### config.mk
export PLATFORM = sky130hd
export DESIGN_NAME = swire_host
export DESIGN_NICKNAME = d
export VERILOG_FILES = /design/src/rtl/swire_pkg.sv /design/src/rtl/swire_timing.sv /design/src/rtl/swire_frame.sv /design/src/rtl/swire_ctrl.sv /design/src/rtl/swire_host.sv
export SDC_FILE = /design/constraint.sdc
export NUM_CORES = 1
export LEC_CHECK = 0
export ABC_AREA = 0
export ABC_CLOCK_PERIOD_IN_PS = 4400
export BUFFER_PORTS_ARGS = -buffer_cell sky130_fd_sc_hd__buf_2
export CORE_UTILIZATION = 66
export CTS_CLUSTER_SIZE = 12
export DETAILED_ROUTE_END_ITERATION = 10
export PLACE_DENSITY = 0.86
export SLEW_MARGIN = 20
export SYNTH_ARGS = -nofsm -noshare
export SYNTH_HDL_FRONTEND = slang
export SYNTH_SLANG_ARGS = --single-unit
### constraint.sdc
create_clock -name clk -period 4.4 [get_ports clk]
set_input_delay 1.1 -clock clk [delete_from_list [all_inputs] [get_ports clk]]
set_output_delay 1.1 -clock clk [all_outputs]
set_load 0.01 [all_outputs]
### src/rtl/swire_pkg.sv
package swire_pkg;

  // command codes seen on cmd_op
  localparam logic [2:0] OP_RESET = 3'd0;
  localparam logic [2:0] OP_START = 3'd1;
  localparam logic [2:0] OP_STOP  = 3'd2;
  localparam logic [2:0] OP_WRITE = 3'd3;
  localparam logic [2:0] OP_READ  = 3'd4;

  // symbol kinds the frame engine can emit
  typedef enum logic [2:0] {
    FK_ZERO,
    FK_ONE,
    FK_START,
    FK_STOP,
    FK_READ,
    FK_RESET
  } frame_e;

  typedef enum logic [2:0] {
    ST_IDLE,
    ST_SINGLE,
    ST_RST,
    ST_DISC,
    ST_WBYTE,
    ST_RBYTE
  } state_e;

endpackage

### src/rtl/swire_timing.sv
module swire_timing
  import swire_pkg::*;
#(
  parameter int STD_BIT   = 2000,
  parameter int STD_LOW0  = 600,
  parameter int STD_LOW1  = 100,
  parameter int STD_START = 1200,
  parameter int STD_STOP  = 300,
  parameter int STD_RD    = 50,
  parameter int STD_SMP   = 150,
  parameter int STD_RST   = 24000,
  parameter int STD_RCV   = 1000,
  parameter int HS_BIT    = 500,
  parameter int HS_LOW0   = 300,
  parameter int HS_LOW1   = 50,
  parameter int HS_START  = 400,
  parameter int HS_STOP   = 150,
  parameter int HS_RD     = 40,
  parameter int HS_SMP    = 100,
  parameter int HS_RST    = 2500,
  parameter int HS_RCV    = 400,
  parameter int CW        = 16
) (
  input  logic          hs,
  input  frame_e        kind,
  output logic [CW-1:0] low_cyc,
  output logic [CW-1:0] len_cyc,
  output logic [CW-1:0] smp_cyc
);

  function automatic logic [CW-1:0] pick(logic m, int s, int h);
    return m ? CW'(h) : CW'(s);
  endfunction

  always_comb begin
    len_cyc = pick(hs, STD_BIT, HS_BIT);
    smp_cyc = pick(hs, STD_SMP, HS_SMP);
    case (kind)
      FK_ZERO:  low_cyc = pick(hs, STD_LOW0, HS_LOW0);
      FK_ONE:   low_cyc = pick(hs, STD_LOW1, HS_LOW1);
      FK_START: low_cyc = pick(hs, STD_START, HS_START);
      FK_STOP:  low_cyc = pick(hs, STD_STOP, HS_STOP);
      FK_READ:  low_cyc = pick(hs, STD_RD, HS_RD);
      FK_RESET: begin
        low_cyc = pick(hs, STD_RST, HS_RST);
        len_cyc = pick(hs, STD_RST + STD_RCV, HS_RST + HS_RCV);
      end
      default:  low_cyc = pick(hs, STD_LOW1, HS_LOW1);
    endcase
  end

endmodule

### src/rtl/swire_frame.sv
module swire_frame #(
  parameter int CW = 16
) (
  input  logic          clk,
  input  logic          rst_n,
  input  logic          start,
  input  logic [CW-1:0] low_cyc,
  input  logic [CW-1:0] len_cyc,
  input  logic [CW-1:0] smp_cyc,
  input  logic          smp_en,
  input  logic          line_in,
  output logic          line_oe,
  output logic          fdone,
  output logic          smp_bit
);

  logic          busy;
  logic [CW-1:0] cnt, low_q, len_q, smp_q;
  logic          en_q;

  // last cycle of the running frame; a new start here chains frames
  assign fdone = busy && (cnt == len_q - CW'(1));

  always_ff @(posedge clk) begin
    if (!rst_n) begin
      busy    <= 1'b0;
      cnt     <= '0;
      low_q   <= '0;
      len_q   <= '0;
      smp_q   <= '0;
      en_q    <= 1'b0;
      line_oe <= 1'b0;
      smp_bit <= 1'b1;
    end else begin
      if (start && (!busy || fdone)) begin
        busy    <= 1'b1;
        cnt     <= '0;
        low_q   <= low_cyc;
        len_q   <= len_cyc;
        smp_q   <= smp_cyc;
        en_q    <= smp_en;
        line_oe <= (low_cyc != '0);
      end else if (busy) begin
        if (fdone) begin
          busy    <= 1'b0;
          line_oe <= 1'b0;
        end else begin
          cnt     <= cnt + CW'(1);
          line_oe <= (cnt + CW'(1)) < low_q;
        end
      end
      if (busy && en_q && (cnt == smp_q)) smp_bit <= line_in;
    end
  end

endmodule

### src/rtl/swire_ctrl.sv
module swire_ctrl
  import swire_pkg::*;
(
  input  logic       clk,
  input  logic       rst_n,
  input  logic       hs_mode,
  input  logic       cmd_valid,
  output logic       cmd_ready,
  input  logic [2:0] cmd_op,
  input  logic [7:0] cmd_data,
  input  logic       cmd_nack,
  output logic       fr_start,
  output frame_e     fr_kind,
  output logic       fr_smp_en,
  output logic       fr_hs,
  input  logic       fr_done,
  input  logic       fr_bit,
  output logic       done,
  output logic [7:0] rx_data,
  output logic       ack_rx,
  output logic       present
);

  state_e     state;
  logic [3:0] bidx;
  logic [7:0] sh;
  logic       nack_q, hs_q;

  assign cmd_ready = (state == ST_IDLE);
  assign fr_hs     = (state == ST_IDLE) ? hs_mode : hs_q;

  // next frame to launch
  always_comb begin
    fr_start  = 1'b0;
    fr_kind   = FK_ZERO;
    fr_smp_en = 1'b0;
    case (state)
      ST_IDLE: begin
        if (cmd_valid) begin
          case (cmd_op)
            OP_RESET: begin fr_start = 1'b1; fr_kind = FK_RESET; end
            OP_START: begin fr_start = 1'b1; fr_kind = FK_START; end
            OP_STOP:  begin fr_start = 1'b1; fr_kind = FK_STOP;  end
            OP_WRITE: begin
              fr_start = 1'b1;
              fr_kind  = cmd_data[7] ? FK_ONE : FK_ZERO;
            end
            OP_READ: begin
              fr_start  = 1'b1;
              fr_kind   = FK_READ;
              fr_smp_en = 1'b1;
            end
            default: fr_start = 1'b0;
          endcase
        end
      end
      ST_RST: begin
        if (fr_done) begin
          fr_start  = 1'b1;
          fr_kind   = FK_READ;
          fr_smp_en = 1'b1;
        end
      end
      ST_WBYTE: begin
        if (fr_done && bidx < 4'd8) begin
          fr_start = 1'b1;
          if (bidx == 4'd7) begin
            fr_kind   = FK_READ;
            fr_smp_en = 1'b1;
          end else begin
            fr_kind = sh[7] ? FK_ONE : FK_ZERO;
          end
        end
      end
      ST_RBYTE: begin
        if (fr_done && bidx < 4'd8) begin
          fr_start = 1'b1;
          if (bidx == 4'd7) begin
            fr_kind = nack_q ? FK_ONE : FK_ZERO;
          end else begin
            fr_kind   = FK_READ;
            fr_smp_en = 1'b1;
          end
        end
      end
      default: fr_start = 1'b0;
    endcase
  end

  always_ff @(posedge clk) begin
    if (!rst_n) begin
      state   <= ST_IDLE;
      bidx    <= '0;
      sh      <= '0;
      nack_q  <= 1'b0;
      hs_q    <= 1'b0;
      done    <= 1'b0;
      rx_data <= '0;
      ack_rx  <= 1'b0;
      present <= 1'b0;
    end else begin
      done <= 1'b0;
      case (state)
        ST_IDLE: begin
          if (cmd_valid) begin
            hs_q   <= hs_mode;
            nack_q <= cmd_nack;
            bidx   <= '0;
            sh     <= {cmd_data[6:0], 1'b0};
            case (cmd_op)
              OP_RESET: state <= ST_RST;
              OP_START: state <= ST_SINGLE;
              OP_STOP:  state <= ST_SINGLE;
              OP_WRITE: state <= ST_WBYTE;
              OP_READ:  state <= ST_RBYTE;
              default:  done  <= 1'b1;
            endcase
          end
        end
        ST_SINGLE: begin
          if (fr_done) begin
            done  <= 1'b1;
            state <= ST_IDLE;
          end
        end
        ST_RST: begin
          if (fr_done) state <= ST_DISC;
        end
        ST_DISC: begin
          if (fr_done) begin
            present <= !fr_bit;
            done    <= 1'b1;
            state   <= ST_IDLE;
          end
        end
        ST_WBYTE: begin
          if (fr_done) begin
            if (bidx == 4'd8) begin
              ack_rx <= !fr_bit;
              done   <= 1'b1;
              state  <= ST_IDLE;
            end else begin
              bidx <= bidx + 4'd1;
              sh   <= {sh[6:0], 1'b0};
            end
          end
        end
        ST_RBYTE: begin
          if (fr_done) begin
            if (bidx == 4'd8) begin
              rx_data <= sh;
              done    <= 1'b1;
              state   <= ST_IDLE;
            end else begin
              bidx <= bidx + 4'd1;
              if (bidx < 4'd8) sh <= {sh[6:0], fr_bit};
            end
          end
        end
        default: state <= ST_IDLE;
      endcase
    end
  end

endmodule

### src/rtl/swire_host.sv
module swire_host
  import swire_pkg::*;
#(
  parameter int STD_BIT   = 2000,
  parameter int STD_LOW0  = 600,
  parameter int STD_LOW1  = 100,
  parameter int STD_START = 1200,
  parameter int STD_STOP  = 300,
  parameter int STD_RD    = 50,
  parameter int STD_SMP   = 150,
  parameter int STD_RST   = 24000,
  parameter int STD_RCV   = 1000,
  parameter int HS_BIT    = 500,
  parameter int HS_LOW0   = 300,
  parameter int HS_LOW1   = 50,
  parameter int HS_START  = 400,
  parameter int HS_STOP   = 150,
  parameter int HS_RD     = 40,
  parameter int HS_SMP    = 100,
  parameter int HS_RST    = 2500,
  parameter int HS_RCV    = 400
) (
  input  logic       clk,
  input  logic       rst_n,
  input  logic       hs_mode,
  input  logic       cmd_valid,
  output logic       cmd_ready,
  input  logic [2:0] cmd_op,
  input  logic [7:0] cmd_data,
  input  logic       cmd_nack,
  output logic       done,
  output logic [7:0] rx_data,
  output logic       ack_rx,
  output logic       present,
  output logic       line_oe,
  input  logic       line_in
);

  localparam int STD_RLEN = STD_RST + STD_RCV;
  localparam int HS_RLEN  = HS_RST + HS_RCV;
  localparam int STD_MAX  = (STD_RLEN > STD_BIT) ? STD_RLEN : STD_BIT;
  localparam int HS_MAX   = (HS_RLEN > HS_BIT) ? HS_RLEN : HS_BIT;
  localparam int MAXLEN   = (STD_MAX > HS_MAX) ? STD_MAX : HS_MAX;
  localparam int CW       = $clog2(MAXLEN + 1);

  logic          fr_start, fr_smp_en, fr_hs, fr_done, fr_bit;
  frame_e        fr_kind;
  logic [CW-1:0] low_cyc, len_cyc, smp_cyc;

  swire_ctrl u_ctrl (
    .clk       (clk),
    .rst_n     (rst_n),
    .hs_mode   (hs_mode),
    .cmd_valid (cmd_valid),
    .cmd_ready (cmd_ready),
    .cmd_op    (cmd_op),
    .cmd_data  (cmd_data),
    .cmd_nack  (cmd_nack),
    .fr_start  (fr_start),
    .fr_kind   (fr_kind),
    .fr_smp_en (fr_smp_en),
    .fr_hs     (fr_hs),
    .fr_done   (fr_done),
    .fr_bit    (fr_bit),
    .done      (done),
    .rx_data   (rx_data),
    .ack_rx    (ack_rx),
    .present   (present)
  );

  swire_timing #(
    .STD_BIT (STD_BIT), .STD_LOW0 (STD_LOW0), .STD_LOW1 (STD_LOW1),
    .STD_START (STD_START), .STD_STOP (STD_STOP), .STD_RD (STD_RD),
    .STD_SMP (STD_SMP), .STD_RST (STD_RST), .STD_RCV (STD_RCV),
    .HS_BIT (HS_BIT), .HS_LOW0 (HS_LOW0), .HS_LOW1 (HS_LOW1),
    .HS_START (HS_START), .HS_STOP (HS_STOP), .HS_RD (HS_RD),
    .HS_SMP (HS_SMP), .HS_RST (HS_RST), .HS_RCV (HS_RCV),
    .CW (CW)
  ) u_timing (
    .hs      (fr_hs),
    .kind    (fr_kind),
    .low_cyc (low_cyc),
    .len_cyc (len_cyc),
    .smp_cyc (smp_cyc)
  );

  swire_frame #(.CW (CW)) u_frame (
    .clk     (clk),
    .rst_n   (rst_n),
    .start   (fr_start),
    .low_cyc (low_cyc),
    .len_cyc (len_cyc),
    .smp_cyc (smp_cyc),
    .smp_en  (fr_smp_en),
    .line_in (line_in),
    .line_oe (line_oe),
    .fdone   (fr_done),
    .smp_bit (fr_bit)
  );

endmodule

==> results.yml <==
detailed_routing:
  vias: 3985
  ant_nets: 0
  first_iter_violations: 297
  dr.pass1.iters: 4
  drc: 0
  wl_um: 10270
  via_per_inst: 6.256
  wire_per_inst_um: 16.11
clock_tree:
  clk_latency_ps: 360
  holdBufCountCts: 0
  cts_setup_buffers: 0
  clkTransAtPathRegs_ps: 70
  root_buffer: "clkbuf_8"
  clk_path_buf_depth: 2
  cts_tree: "yes"
  cts_resized: 0
  numCtsBuffers: 9
  h-tree-depth: 3
  clock-sinks: 69
logic_synthesis:
  async_reset_ff_share_pct: 0
  synth_commonest_cells: "nand2_1 (98), dfxtp_1 (69), nor2_1 (34)"
  netlist_area_um2: 4362
  ys_types: 66
  syn_area_per_cell_um2: 7.916
  synthCells: 551
  synth_area_leader_cell: "dfxtp_1"
  synth_top_cell_area_share_pct: 31.67
  ys_seq_area_share_pct: 31.67
  synth-edff-count: 0
  yosys-top-cells-area: "dfxtp_1 (32%), nand2_1 (8.4%), ha_1 (5.7%)"
  synth_flop_cell: "dfxtp_1"
  synth_nets: 588
  synth_most_common_cell: "nand2_1"
  synth.ff_latch_count: 69
  synth_warnings: 0
setup_path:
  required_ps: 4660
  worstPathArrival_ps: 3930
  end_kind: "flip-flop"
  crit_type: "flip-flop to flip-flop"
  critPathMaxFanout: 11
  startpoint_type: "flip-flop"
floorplanning:
  io-pin-count: 30
  die_y_um: 83.30
  start_util_pct: 68.69
  die_x_um: 83.30
  num_rows: 29
  die_area_um2: 6938
  design.core.area_um2: 6350
timing:
  relSlewSlack_pct: 40.20
  slew_violations: 0
  period_needed_ps: 3667
  hold_viol: 0
  min_period_over_period_pct: 83.34
  setup-tns-final_ps: 0
  grt_setup_unrepaired: "false"
  finalSetupViolCount: 0
  tightest_slew_ps: 890.2
  clock_skew_ps: 10.57
  fmax_mhz: 272.7
grt:
  grt_pass1_wl_um: 17380
  grt_pass1_vias: 3705
  grt_use_total_pct: 31.16
  grt_overflow: 0
  antenna_found_initial: 0
  grt_max_degree: 29
worst_hold_path:
  hp-class: "flip-flop to flip-flop"
place:
  dpl_cell_area_um2: 4482
  gp_congestion: 0.9456
  io_buffers: 29
  dpl.hpwl_um: 7352
power_and_ir_drop:
  power_leakage_nw: 1.935
  power_switching_w: 0.0004608
  pwr-share-seq_pct: 47.3
  sw_frac_of_total_pct: 31.36
  clkPwrFrac_pct: 31.2
  pwr-share-comb_pct: 21.5
  p_per_area_nw_per_um2: 316.2
  p_int_w: 0.001008
  max-vdd-ir-drop_v: 0.0002377
cells_and_area:
  nNetsFinal: 594
  drive_above_1_share_pct: 11.25
  stdcell_area_um2: 4647
  syn_to_final_growth_pct: 6.541
  antenna_cells: 0
  final_util_pct: 73.18
status:
  status: "finished, final reports clean"
run:
  cap_violations: 0
[final timing paths]
check                     from                end  slack [ps]  cells after the start
max           u_frame.len_q[2]   u_frame.low_q[2]         730                     11
min          u_ctrl.rx_data[5]  u_ctrl.rx_data[5]         460                      2
max reg2reg   u_frame.len_q[2]   u_frame.low_q[2]         730                     11
min reg2reg  u_ctrl.rx_data[5]  u_ctrl.rx_data[5]         460                      2
[cells in the final DEF (no fill, tap or decap), types with 6 or more instances in the layout]
cell type	instances
nand3_1	20
xnor2_1	11
dfxtp_1	69
nand4_1	9
mux2i_1	23
inv_1	22
o211ai_1	12
xor2_1	27
nor3_1	13
a31oi_1	6
nor2_1	34
ha_1	20
clkbuf_8	11
nor4_1	10
buf_2	29
o21a_1	6
o21ai_0	21
nand2_1	98
or3_1	8
buf_4	7
a21oi_1	22
[sequential cells by signal (all words and copies together) (netlist names), 3 cells and up]
register and flops:
u_ctrl.rx_data 8, u_frame.low_q 12, u_ctrl.sh 8, u_ctrl.state 3
u_frame.cnt 15, u_ctrl.bidx 4, u_frame.len_q 9
[layer usage]
metal	share of wire (%)	up-vias	wire (um)	global-route usage, %
li1	-	1954	-	-
met1	43	1854	4439	39.59
met2	47	140	4812	50.07
met3	6.0	37	620	6.362
met4	3.8	0	392	15.83
met5	0	-	0	0
[final cells by class]
class                   count  area, um2
fillers                   510       1703
flip-flops and latches     69       1381
clock buffers              12      155.1
clock inverters             2      10.01
inverters                  24      90.09
well taps                  77      96.34
multi-input cells         417       2716
repair buffers             36      197.7
[power by group through the flow]
stage,clock [W],sequential [W],combinational (W)
2_1_floorplan,0,0.000686,0.000257
3_3_place_gp,0,0.000706,0.000304
3_5_place_dp,0,0.000707,0.000309
4_1_cts,0.000463,0.000693,0.000314
5_1_grt,0.000489,0.000698,0.000351
6_report,0.000458,0.000695,0.000316
[critical path: stages (launching register included)]
cell and delay [ps]:
dfxtp_1 560, inv_1 120, ha_1 270, nand3b_1 180, o311a_1 160, nor4_2 320, o211ai_1 390, o21ai_1 620
and2_1 340, ha_1 240, nor3_1 80, o32ai_1 300
[logic make-up (layout without fill, tap and decap cells)]
logic type                 after synthesis  count (layout)  synth area share [%]
DFF                                     69              69                 31.67
and+or+nand+nor                        227             227                 25.82
muxes                                   24              24                 5.536
AOI/OAI and AO/OA                      108             108                 17.47
xor gates and xnor gates                38              38                 7.631
adders and majority gates               20              20                 5.737
buffers and inverters                   65              74                 6.139
[per-stage QoR]
step                      setup WS, ps  hold slack, ps  std cells  power [W]
after CTS                        788.7           463.1        637   0.001470
after global placement           997.8           442.4        623   0.001010
after floorplan                   1437           427.2        551  0.0009431
final                            733.1           459.4        637   0.001469
after global routing             495.6           477.2        637   0.001538
after detailed placement         820.4           452.5        623   0.001017
No activity file was read; power rests on OpenSTA's default activity.
